**config.mk**
```make
export PLATFORM = sky130hd
export DESIGN_NAME = umseq_sequencer
export DESIGN_NICKNAME = d
export VERILOG_FILES = /design/src/rtl/umseq_pkg.sv /design/src/rtl/umseq_cond_pick.sv /design/src/rtl/umseq_map.sv /design/src/rtl/umseq_next_addr.sv /design/src/rtl/umseq_sequencer.sv
export SDC_FILE = /design/constraint.sdc
export NUM_CORES = 1
export LEC_CHECK = 0
export CORE_MARGIN = 3
export CORE_UTILIZATION = 60
export CTS_CLUSTER_SIZE = 40
export DETAILED_ROUTE_END_ITERATION = 7
export DONT_BUFFER_PORTS = 1
export GPL_ROUTABILITY_DRIVEN = 0
export PLACE_DENSITY = 0.81
export SLEW_MARGIN = 40
export SYNTH_ARGS = -nofsm -noshare
export SYNTH_HDL_FRONTEND = slang
export SYNTH_SLANG_ARGS = --single-unit
export TNS_END_PERCENT = 1
```
**constraint.sdc**
```tcl
create_clock -name clk -period 3.4 [get_ports clk]
set_input_delay 0.68 -clock clk [delete_from_list [all_inputs] [get_ports clk]]
set_output_delay 0.68 -clock clk [all_outputs]
set_load 0.005 [all_outputs]
```
**src/rtl/umseq_pkg.sv**
```systemverilog
package umseq_pkg;

    typedef enum logic [1:0] {
        BR_JUMP   = 2'b00,
        BR_CALL   = 2'b01,
        BR_RETURN = 2'b10,
        BR_MAP    = 2'b11
    } br_kind_e;

    typedef enum logic [1:0] {
        CS_ALWAYS   = 2'b00,
        CS_INDIRECT = 2'b01,
        CS_NEGATIVE = 2'b10,
        CS_ZERO     = 2'b11
    } cond_src_e;

    // next-address source select
    typedef enum logic [1:0] {
        SRC_INC    = 2'b00,
        SRC_TARGET = 2'b01,
        SRC_RETURN = 2'b10,
        SRC_MAPPED = 2'b11
    } src_sel_e;

endpackage

```
**src/rtl/umseq_cond_pick.sv**
```systemverilog
module umseq_cond_pick
    import umseq_pkg::*;
(
    input  logic [1:0] cond_sel,
    input  logic       ind_bit,
    input  logic       acc_sign,
    input  logic       acc_zero,
    output logic       cond_true
);
    logic [3:0] cand;

    always_comb begin
        cand[CS_ALWAYS]   = 1'b1;
        cand[CS_INDIRECT] = ind_bit;
        cand[CS_NEGATIVE] = acc_sign;
        cand[CS_ZERO]     = acc_zero;
        cond_true         = cand[cond_sel];
    end
endmodule

```
**src/rtl/umseq_map.sv**
```systemverilog
module umseq_map #(
    parameter int unsigned ADDR_W    = 7,
    parameter int unsigned OPC_W     = 4,
    parameter int unsigned MAP_SHIFT = 2
) (
    input  logic [OPC_W-1:0]  opcode,
    output logic [ADDR_W-1:0] mapped
);
    localparam int unsigned TOP_BIT = MAP_SHIFT + OPC_W;

    generate
        if (TOP_BIT > ADDR_W) begin : g_bad_cfg
            initial $error("umseq_map: opcode slot exceeds address width");
        end
    endgenerate

    always_comb begin
        mapped                    = '0;
        mapped[MAP_SHIFT +: OPC_W] = opcode;
    end
endmodule

```
**src/rtl/umseq_next_addr.sv**
```systemverilog
module umseq_next_addr
    import umseq_pkg::*;
#(
    parameter int unsigned ADDR_W = 7
) (
    input  logic [1:0]        br_kind,
    input  logic              cond_true,
    input  logic [ADDR_W-1:0] cur_addr,
    input  logic [ADDR_W-1:0] target_addr,
    input  logic [ADDR_W-1:0] ret_addr,
    input  logic [ADDR_W-1:0] mapped_addr,
    output logic [ADDR_W-1:0] inc_addr,
    output logic [ADDR_W-1:0] next_addr,
    output logic              save_ret
);
    logic     s1, s0;
    src_sel_e sel;

    always_comb begin
        inc_addr = cur_addr + ADDR_W'(1);
        s1       = br_kind[1];
        s0       = (br_kind[1] & br_kind[0]) | (~br_kind[1] & cond_true);
        save_ret = ~br_kind[1] & br_kind[0] & cond_true;
        sel      = src_sel_e'({s1, s0});
        unique case (sel)
            SRC_INC:    next_addr = inc_addr;
            SRC_TARGET: next_addr = target_addr;
            SRC_RETURN: next_addr = ret_addr;
            default:    next_addr = mapped_addr;
        endcase
    end
endmodule

```
**src/rtl/umseq_sequencer.sv**
```systemverilog
module umseq_sequencer
    import umseq_pkg::*;
#(
    parameter int unsigned ADDR_W     = 7,
    parameter int unsigned DATA_W     = 16,
    parameter int unsigned OPC_W      = 4,
    parameter int unsigned OPC_LSB    = 11,
    parameter int unsigned MAP_SHIFT  = 2,
    parameter int unsigned FETCH_ADDR = 64
) (
    input  logic              clk,
    input  logic              rst,
    input  logic [1:0]        br_kind,
    input  logic [1:0]        cond_sel,
    input  logic [ADDR_W-1:0] target_addr,
    input  logic [DATA_W-1:0] instr_word,
    input  logic              acc_sign,
    input  logic              acc_zero,
    output logic [ADDR_W-1:0] ctrl_addr
);
    localparam int unsigned        IND_BIT    = DATA_W - 1;
    localparam logic [ADDR_W-1:0]  RESET_ADDR = ADDR_W'(FETCH_ADDR);

    typedef struct packed {
        logic [ADDR_W-1:0] car;
        logic [ADDR_W-1:0] sbr;
    } seq_state_t;

    seq_state_t        state_d, state_q;
    logic              cond_true, save_ret;
    logic [ADDR_W-1:0] mapped_addr, inc_addr, next_addr;

    umseq_cond_pick u_cond (
        .cond_sel  (cond_sel),
        .ind_bit   (instr_word[IND_BIT]),
        .acc_sign  (acc_sign),
        .acc_zero  (acc_zero),
        .cond_true (cond_true)
    );

    umseq_map #(
        .ADDR_W    (ADDR_W),
        .OPC_W     (OPC_W),
        .MAP_SHIFT (MAP_SHIFT)
    ) u_map (
        .opcode (instr_word[OPC_LSB +: OPC_W]),
        .mapped (mapped_addr)
    );

    umseq_next_addr #(
        .ADDR_W (ADDR_W)
    ) u_next (
        .br_kind     (br_kind),
        .cond_true   (cond_true),
        .cur_addr    (state_q.car),
        .target_addr (target_addr),
        .ret_addr    (state_q.sbr),
        .mapped_addr (mapped_addr),
        .inc_addr    (inc_addr),
        .next_addr   (next_addr),
        .save_ret    (save_ret)
    );

    always_comb begin
        state_d     = state_q;
        state_d.car = next_addr;
        if (save_ret) begin
            state_d.sbr = inc_addr;
        end
    end

    always_ff @(posedge clk) begin
        if (rst) begin
            state_q.car <= RESET_ADDR;
            state_q.sbr <= '0;
        end else begin
            state_q <= state_d;
        end
    end

    assign ctrl_addr = state_q.car;
endmodule

```
==> metrics, run 1 <==
status=finished clean; post-synth top area share=34.6%; r2r setup slk=1.92 ns; fin crit period=1.70 ns; post-cts sizing count=0; DIE WIDTH=between 40 and 50 um; Worst setup SP type=primary input; Crit Path Class=primary input to register; Gate power share=12.4%; Routed WL=~1.5 mm; GRT Residual Overflow=0; total number of yosys warnings=0; Main synth FF type=dfxtp_1; Fill cells=98; Max-slew headroom=63.7%; CTS sink cnt=14; most frequent cell after synthesis=dfxtp_1; worst-path cell chain=mux2i_1, a2111oi_4, buf_4, nor2_1, a211oi_1; wire length of the first global-routing pass=between 2 and 2.5 mm; fin crit share=49.9%; worst hold path type=primary input to register; Die ar.=about 1800 um^2; HP Start=rst; crit end category=register; Min-Delay Path Depth=1; Max stage delay on crit path=~0.53 ns; VDD IR max=~0.00025 V; overall routing resource usage=17.7%; Num CTS Buffers=3; DRC=0; design area=about 790 um^2; Slew Limit Fails=0; clock skew=between 0.001 and 0.0015 ns; Synth-to-Final Area Change=-2.01%; CP max stage cell=a2111oi_4; post-synthesis cell count=90; internal power=0.261 mW; Post-synth EDFFs=0; setup TNS=0 ns; initial antenna violation count=0; max cap viols=0; # setup viols final=0; top cells by count, synth=dfxtp_1, buf_4, nor2_1; Area after DPL=751 um^2; port buffer count=0; worst-case clock buffer depth=2; number of global-route vias before repair=560; sw frac=24.6%; Crit path required time=between 3 and 4 ns; top-level I/O count=38; reg2reg path depth=5; Final Core Density=about 67%; Synth Register Bits=14; final hold vios=0; CTS tree=built; worst slew pin tran=between 0.5 and 0.6 ns; Synth area leader=dfxtp_1; Avg Inst Size Synth=9.01 um^2; RSZ-0062 raised after global routing=false; mapped cell area=811 um^2; H-tree level count=1; CP Max Fanout=9; Ant. Diodes=0; Critical path origin=cond_sel[0]; antenna-violating nets left=0; PD cells=approximately 440 nW/um^2; Hold-fix buffers, CTS=0; Arr. time, crit path=1.89 ns; FFs w/ async S/R, synth=0%; max frequency=589 MHz; HPWL after DPL=between 1 and 1.5 mm; Netlist cell types=29; row cnt=12; root buf cell=clkbuf_4; Seq pwr share=about 54%; top cells by area, synth=dfxtp_1, buf_4, a211oi_2; Switch Pwr=between 0.08 and 0.09 mW; Pleak=~0.27 nW; Die Span Y=approximately 43 um; share of cells above drive strength 1=between 10% and 20%; DR vias=~610; starting DRC count in detailed routing=8; clock share of power=34.0%; Initial Utilization=between 60% and 70%; core area=roughly 1200 um^2; WL/cell=~16 um; reg2reg start=ctrl_addr[0]; Setup Fix Bufs, Post-CTS=0; sequential share of the synthesized area=approximately a third; first-pass iteration count of the detailed router=4; pin count of the biggest net entering global routing=15; WP buf/inv=1; Vias per Instance=a little over 6; r2r endpoint=ctrl_addr[4]; nets=around 120; worst hold path endpoint=state_q[3]; clock-pin slew on the worst setup and hold paths=around 0.08 ns; Mapped Nets=122; CP top delay family=compound AO/OA/AOI/OAI gates; clk_lat worst skew=around 0.28 ns
[flip-flops by register name, indices dropped and copies added, names as in the netlist]
name,cells
ctrl_addr,7
state_q,7
[power groups by stage]
stage / logic, mW / registers [mW] / clock network [mW]
floorplan: 0.0507 / 0.186 / 0
global placement: 0.0408 / 0.189 / 0
detailed placement: 0.0423 / 0.190 / 0
CTS: 0.0425 / 0.186 / 0.120
global route: 0.0491 / 0.187 / 0.126
finish: 0.0430 / 0.185 / 0.118
[kinds of logic after synthesis]
group / Yosys count / share of synthesized area (%)
compound gates: 30 / 30.6
simple gates: 25 / 15.6
flops: 14 / 34.6
xor+xnor: 4 / 4.32
mux: 2 / 2.47
buf+inv: 14 / 11.0
fa+ha+maj: 1 / 1.54
[cells in the final DEF (no fill, tap or decap)]
cell        n
clkbuf_4    3
or3_1       1
and3_1      1
inv_1       3
xor2_1      2
nand3_1     3
a211oi_1    2
buf_4       1
nor2b_1     1
nor2_1      7
o21ai_0     6
a221oi_1    3
o21bai_1    5
mux2i_1     2
a31oi_1     5
a22oi_1     3
xnor2_1     2
or2_2       3
a21o_1      1
ha_1        1
clkbuf_8    1
nand2_1     6
a2111oi_4   1
dfxtp_1    14
nor3b_2     1
a211oi_2    4
or2_1       2
[final cells by class]
class / count / area (um^2) / share of cell area [%]
Tap cell: 14 / 17.5 / 2.20
Clock buffer: 4 / 36.3 / 4.57
Timing Repair Buffer: 1 / 7.51 / 0.945
Multi-Input combinational cell: 62 / 442 / 55.6
Sequential cell: 14 / 280 / 35.3
Inverter: 3 / 11.3 / 1.42
[routing by layer]
layer / track usage, % / vias up / routed length, um
li1: - / 309 / -
met1: 22.4 / 269 / 648
met2: 27.8 / 25 / 726
met3: 6.78 / 2 / 146
met4: 4.35 / 0 / 9
met5: 0 / - / 0
[metrics by stage]
stage                     hold WS (ns)  cells  worst slack [ns]  total power [mW]
final                            0.456     98              1.70             0.346
after global routing             0.441     98              1.57             0.363
after CTS                        0.448     97              1.56             0.348
after detailed placement         0.467     93              1.27             0.232
after global placement           0.474     93              1.30             0.230
after floorplan                  0.460     90              1.61             0.236
[worst max path at each step]
| stage | cells after the start | end | slack [ns] |
|---|---|---|---|
| 2_1_floorplan | 5 | state_q[3] | 1.61 |
| 3_3_place_gp | 4 | state_q[1] | 1.30 |
| 3_5_place_dp | 4 | state_q[6] | 1.27 |
| 4_1_cts | 4 | state_q[6] | 1.56 |
| 5_1_grt | 4 | ctrl_addr[0] | 1.57 |
| 6_report | 5 | state_q[2] | 1.70 |
No activity file was read; power rests on OpenSTA's default activity.
==> inputs of run 2 (changes only) <==
- CORE_UTILIZATION: 60 -> 53
- PLACE_DENSITY: 0.81 -> 0.76
- clock period: 3.4 -> 1.4 ns (I/O delays scaled with it)
==> run 2 against run 1 <==
Against the previous run:
- global-route usage increased by 1.2 points
- first-iteration DRC count shrank 50%
- routed wire length increased by 10%
- highest routed layer unchanged
- final area is 9.8% higher
- largest cell class unchanged
==> metrics, run 2 (synthesis results as in run 1) <==
port buffer count=0; antenna-violating nets left=0; Num CTS Buffers=3; Crit path required time=about 1.6 ns; initial antenna violation count=0; commonest non-fill, non-tap cell in the layout=dfxtp_1; GRT Residual Overflow=0; first-pass iteration count of the detailed router=4; r2r setup slk=0.06 ns; fin crit share=a little over nine tenths; Slew Limit Fails=0; worst-case clock buffer depth=2; Vias per Instance=6.06; CTS sink cnt=14; Pwr Total=between 0.8 and 0.9 mW; Worst setup SP type=register; Initial Utilization=about three fifths; Die ar.=about 2000 um^2; HPWL after DPL=1.34 mm; worst hold path type=primary input to register; root buf cell=clkbuf_4; crit end category=register; Final Core Density=a little under two thirds; Seq. cell area=280 um^2; overall routing resource usage=about a fifth; Max-slew headroom=about 64%; Ant. Diodes=0; Routed WL=roughly 1.7 mm; CP Max Fanout=5; dpl cells=around 110; final non-filler cell total=108; Min-Delay Path Depth=1; clk_lat worst skew=0.28 ns; core area=between 1000 and 1500 um^2; VDD IR max=around 0.00055 V; top-level I/O count=38; worst hold path endpoint=state_q[3]; number of global-route vias before repair=655; reg2reg start=ctrl_addr[0]; CTS tree=built; HP Start=rst; max frequency=~750 MHz; # setup viols final=0; reg2reg path depth=5; status=finished clean; Pleak=0.308 nW; pin count of the biggest net entering global routing=15; DRC=0; worst slew pin tran=around 0.54 ns; r2r endpoint=ctrl_addr[5]; starting DRC count in detailed routing=4; max cap viols=0; clock-pin slew on the worst setup and hold paths=roughly 0.080 ns; share of cells above drive strength 1=28.0%; Crit Path Class=register to register; final hold vios=0; WL/cell=roughly 16 um; Fill cells=between 100 and 150; multi-input logic area=457 um^2; DR vias=between 600 and 700; DIE WIDTH=between 40 and 50 um; CP max stage cell=dfxtp_1; RSZ-0062 raised after global routing=false; most frequent cells in the layout=dfxtp_1, buf_4, nor2_1; clock skew=between 0.002 and 0.003 ns; wire length of the first global-routing pass=~2.8 mm; PD cells=928 nW/um^2; Setup Fix Bufs, Post-CTS=0; worst-path cell chain=buf_4, nand3_1, or3_1, a21o_1, a31oi_1; Max stage delay on crit path=~0.36 ns; H-tree level count=1; row cnt=13; Arr. time, crit path=about 1.6 ns; Die Span Y=45.1 um; Synth-to-Final Area Change=7.56%; nets=approximately 130; fin crit period=1.34 ns
-- run 2: cell types whose count changed in the layout (fill, tap and decap cells not counted) --
cell,before,now
buf_4,1,11
and3_1,1,0
and3_4,0,1
clkbuf_8,1,0
ha_1,1,0
ha_2,0,1
xor2_1,2,1
xor2_2,0,1
-- run 2: what timing repair did --
action | CTS | global route
setup endpoints to repair | 0 | 3
hold buffers | 0 | 0
gates resized for setup | 0 | 3
-- run 2: critical path: cells and delay by family, from the launching register on --
family	cells	cell delay, ns
AO/OA/AOI/OAI	2	0.34
buffers and inverters	1	0.15
flip-flops	1	0.36
AND/OR/NAND/NOR	2	0.43
-- run 2: layout make-up --
| type | count | share of cell area (%) |
|---|---|---|
| multi-input cells | 62 | 52.4 |
| well taps | 15 | 2.15 |
| flip-flops and latches | 14 | 32.1 |
| inverters | 3 | 1.29 |
| clock buffers | 3 | 2.58 |
| repair buffers | 11 | 9.47 |
-- run 2: through the flow --
| step | hold WS [ns] | cell area, um^2 | worst slack [ns] | setup TNS, ns |
|---|---|---|---|---|
| floorplan | 0.422 | 811 | 0.00853 | 0 |
| global placement | 0.347 | 835 | -0.0976 | -0.415 |
| detailed placement | 0.350 | 835 | -0.207 | -1.04 |
| CTS | 0.0466 | 857 | 0.00176 | 0 |
| global route | 0.0367 | 872 | 0.00306 | 0 |
| finish | 0.0544 | 872 | 0.0623 | 0 |
-- run 2: metal layers --
metal	vias up	share of wire [%]	GRT usage [%]	wire length, um
met1	305	43	21.5	719
met3	3	6.2	7.57	105
li1	325	-	-	-
met5	-	0	0	0
met4	0	0.59	3.51	10
met2	21	50	33.1	848
-- run 2: how the worst max path moves through the flow --
stage,slack [ns],cells after the start,start,to
floorplan,0.009,5,cond_sel[0],state_q[3]
global placement,-0.1,4,cond_sel[0],ctrl_addr[1]
detailed placement,-0.21,4,cond_sel[0],ctrl_addr[0]
CTS,0.002,5,ctrl_addr[0],ctrl_addr[4]
global route,0.003,5,ctrl_addr[0],ctrl_addr[5]
finish,0.06,5,ctrl_addr[0],ctrl_addr[5]
-- run 2: power breakdown --
group / leakage, nW / internal (mW) / switching [mW]
sequential: 0.115 / 0.425 / 0.0195
combinational: 0.179 / 0.0740 / 0.0680
clock: 0.0138 / 0.0998 / 0.123
==> inputs of run 3 (changes only) <==
- CORE_UTILIZATION: 53 -> 50
- PLACE_DENSITY: 0.76 -> 0.73
- RECOVER_POWER: default -> 50
- clock period: 1.4 -> 1.2 ns (I/O delays scaled with it)
==> run 3 against run 2 <==
Against the previous run:
- the flow now finishes with violations (setup timing)
- critical path type unchanged
- final area increased by 18%
- sequential power increased by 17%
- core utilization increased by 8.8 points
- clock skew increased by 0.0026 ns
- first-iteration DRC count increased to 4.3 times the previous value
- power increased by 24%
- setup slack got worse by 0.13 ns
- register-to-register slack got worse by 0.13 ns
- maximum frequency increased by 5.5%
- hold slack got worse by 0.033 ns
- sequential share of layout area decreased by 4.0 points
==> metrics, run 3 (synthesis results as in run 1) <==
status=finished with violations; failing checks=setup timing; reg2reg start=ctrl_addr[0]; Area after DPL=about 900 um^2; Pwr Total=between 1 and 1.5 mW; Arr. time, crit path=1.48 ns; worst hold path type=primary input to register; Synth-to-Final Area Change=26.7%; row cnt=13; hold slack=roughly 0.022 ns; Crit Path Class=register to register; VDD IR max=0.000569 V; Routed WL=between 2 and 2.5 mm; wire length of the first global-routing pass=3.26 mm; Slew Limit Fails=0; number of global-route vias before repair=approximately 720; CP Max Fanout=3; CTS tree=built; # setup viols final=5; nets=about 140; max frequency=789 MHz; worst slew pin tran=around 0.47 ns; Vias per Instance=~6; RSZ-0062 raised after global routing=true; clock-pin slew on the worst setup and hold paths=approximately 0.080 ns; Pleak=~0.37 nW; fin crit period=1.27 ns; Initial Utilization=a little under three fifths; crit end category=register; antenna-violating nets left=0; r2r setup slk=-0.07 ns; HPWL after DPL=approximately 1.5 mm; port buffer count=0; commonest non-fill, non-tap cell in the layout=buf_4; first-pass iteration count of the detailed router=4; Die Span Y=46.3 um; most frequent cells in the layout=buf_4, dfxtp_1, nor2_1; final hold vios=0; H-tree level count=1; Worst setup SP type=register; share of cells above drive strength 1=a little over two fifths; CP top delay family=simple AND/OR/NAND/NOR gates; Final Core Density=72.6%; WP buf/inv=1; WL/cell=18.5 um; core area=about 1400 um^2; Die ar.=between 2000 and 2500 um^2; Setup Slack @ Placement=-0.276 ns; Max stage delay on crit path=~0.37 ns; worst-path cell chain=buf_6, nand3_2, or3_4, a21o_1, a31oi_1; worst-case clock buffer depth=2; initial antenna violation count=0; design area=approximately 1000 um^2; reg2reg path depth=5; Num CTS Buffers=3; worst hold path endpoint=ctrl_addr[0]; dpl cells=112; final non-filler cell total=117; DRC=0; clk_lat worst skew=about 0.28 ns; Min-Delay Path Depth=1; GRT Residual Overflow=0; top-level I/O count=38; Crit path required time=1.42 ns; CTS sink cnt=14; root buf cell=clkbuf_4; pin count of the biggest net entering global routing=14; starting DRC count in detailed routing=17; setup ws final=-0.0680 ns; fin crit share=106%; setup TNS=-0.149 ns; PD cells=976 nW/um^2; HP Start=rst; r2r endpoint=ctrl_addr[5]; overall routing resource usage=between 20% and 30%; CP max stage cell=dfxtp_4; Max-slew headroom=68.9%; clock skew=slightly above 0.005 ns; Ant. Diodes=0; DR vias=between 700 and 800; max cap viols=0; DIE WIDTH=46.3 um
-- run 3: cell types whose count changed in the layout (fill, tap and decap cells not counted), sizes merged --
| cell | before | now |
|---|---|---|
| buf | 11 | 18 |
| dlygate4sd3 | 0 | 2 |
-- run 3: worst max-delay path by stage --
stage	endpoint	cells past startpoint	startpoint
finish	ctrl_addr[5]	5	ctrl_addr[0]
global route	ctrl_addr[5]	5	ctrl_addr[1]
CTS	ctrl_addr[4]	5	ctrl_addr[0]
detailed placement	ctrl_addr[1]	4	cond_sel[0]
global placement	ctrl_addr[0]	4	cond_sel[0]
floorplan	state_q[3]	5	cond_sel[0]
-- run 3: layout make-up --
class                   instances  area, um^2
clock buffers                   3        22.5
inverters                       3        11.3
repair buffers                 20         163
well taps                      15        18.8
flip-flops and latches         14         289
multi-input cells              62         523
fillers                       112         388
-- run 3: per-layer routing --
| metal | GRT usage [%] | up-vias | wire, um |
|---|---|---|---|
| met5 | 0 | - | 0 |
| met2 | 38.5 | 28 | 1060 |
| met4 | 15.9 | 0 | 73 |
| met3 | 8.20 | 8 | 175 |
| li1 | - | 346 | - |
| met1 | 24.8 | 335 | 854 |
-- run 3: what timing repair did --
item | CTS | global route
cloned | 0 | 0
pin swaps | 9 | 4
endpoints found under the setup margin | 8 | 10
buffers inserted | 0 | 0
hold endpoints to repair | 2 | 3
resized for setup | 15 | 4
hold buffers | 1 | 1
-- run 3: power breakdown --
group	internal [mW]	switching [mW]
registers	0.495	0.0272
clock network	0.117	0.146
logic	0.119	0.0996
total	0.731	0.272
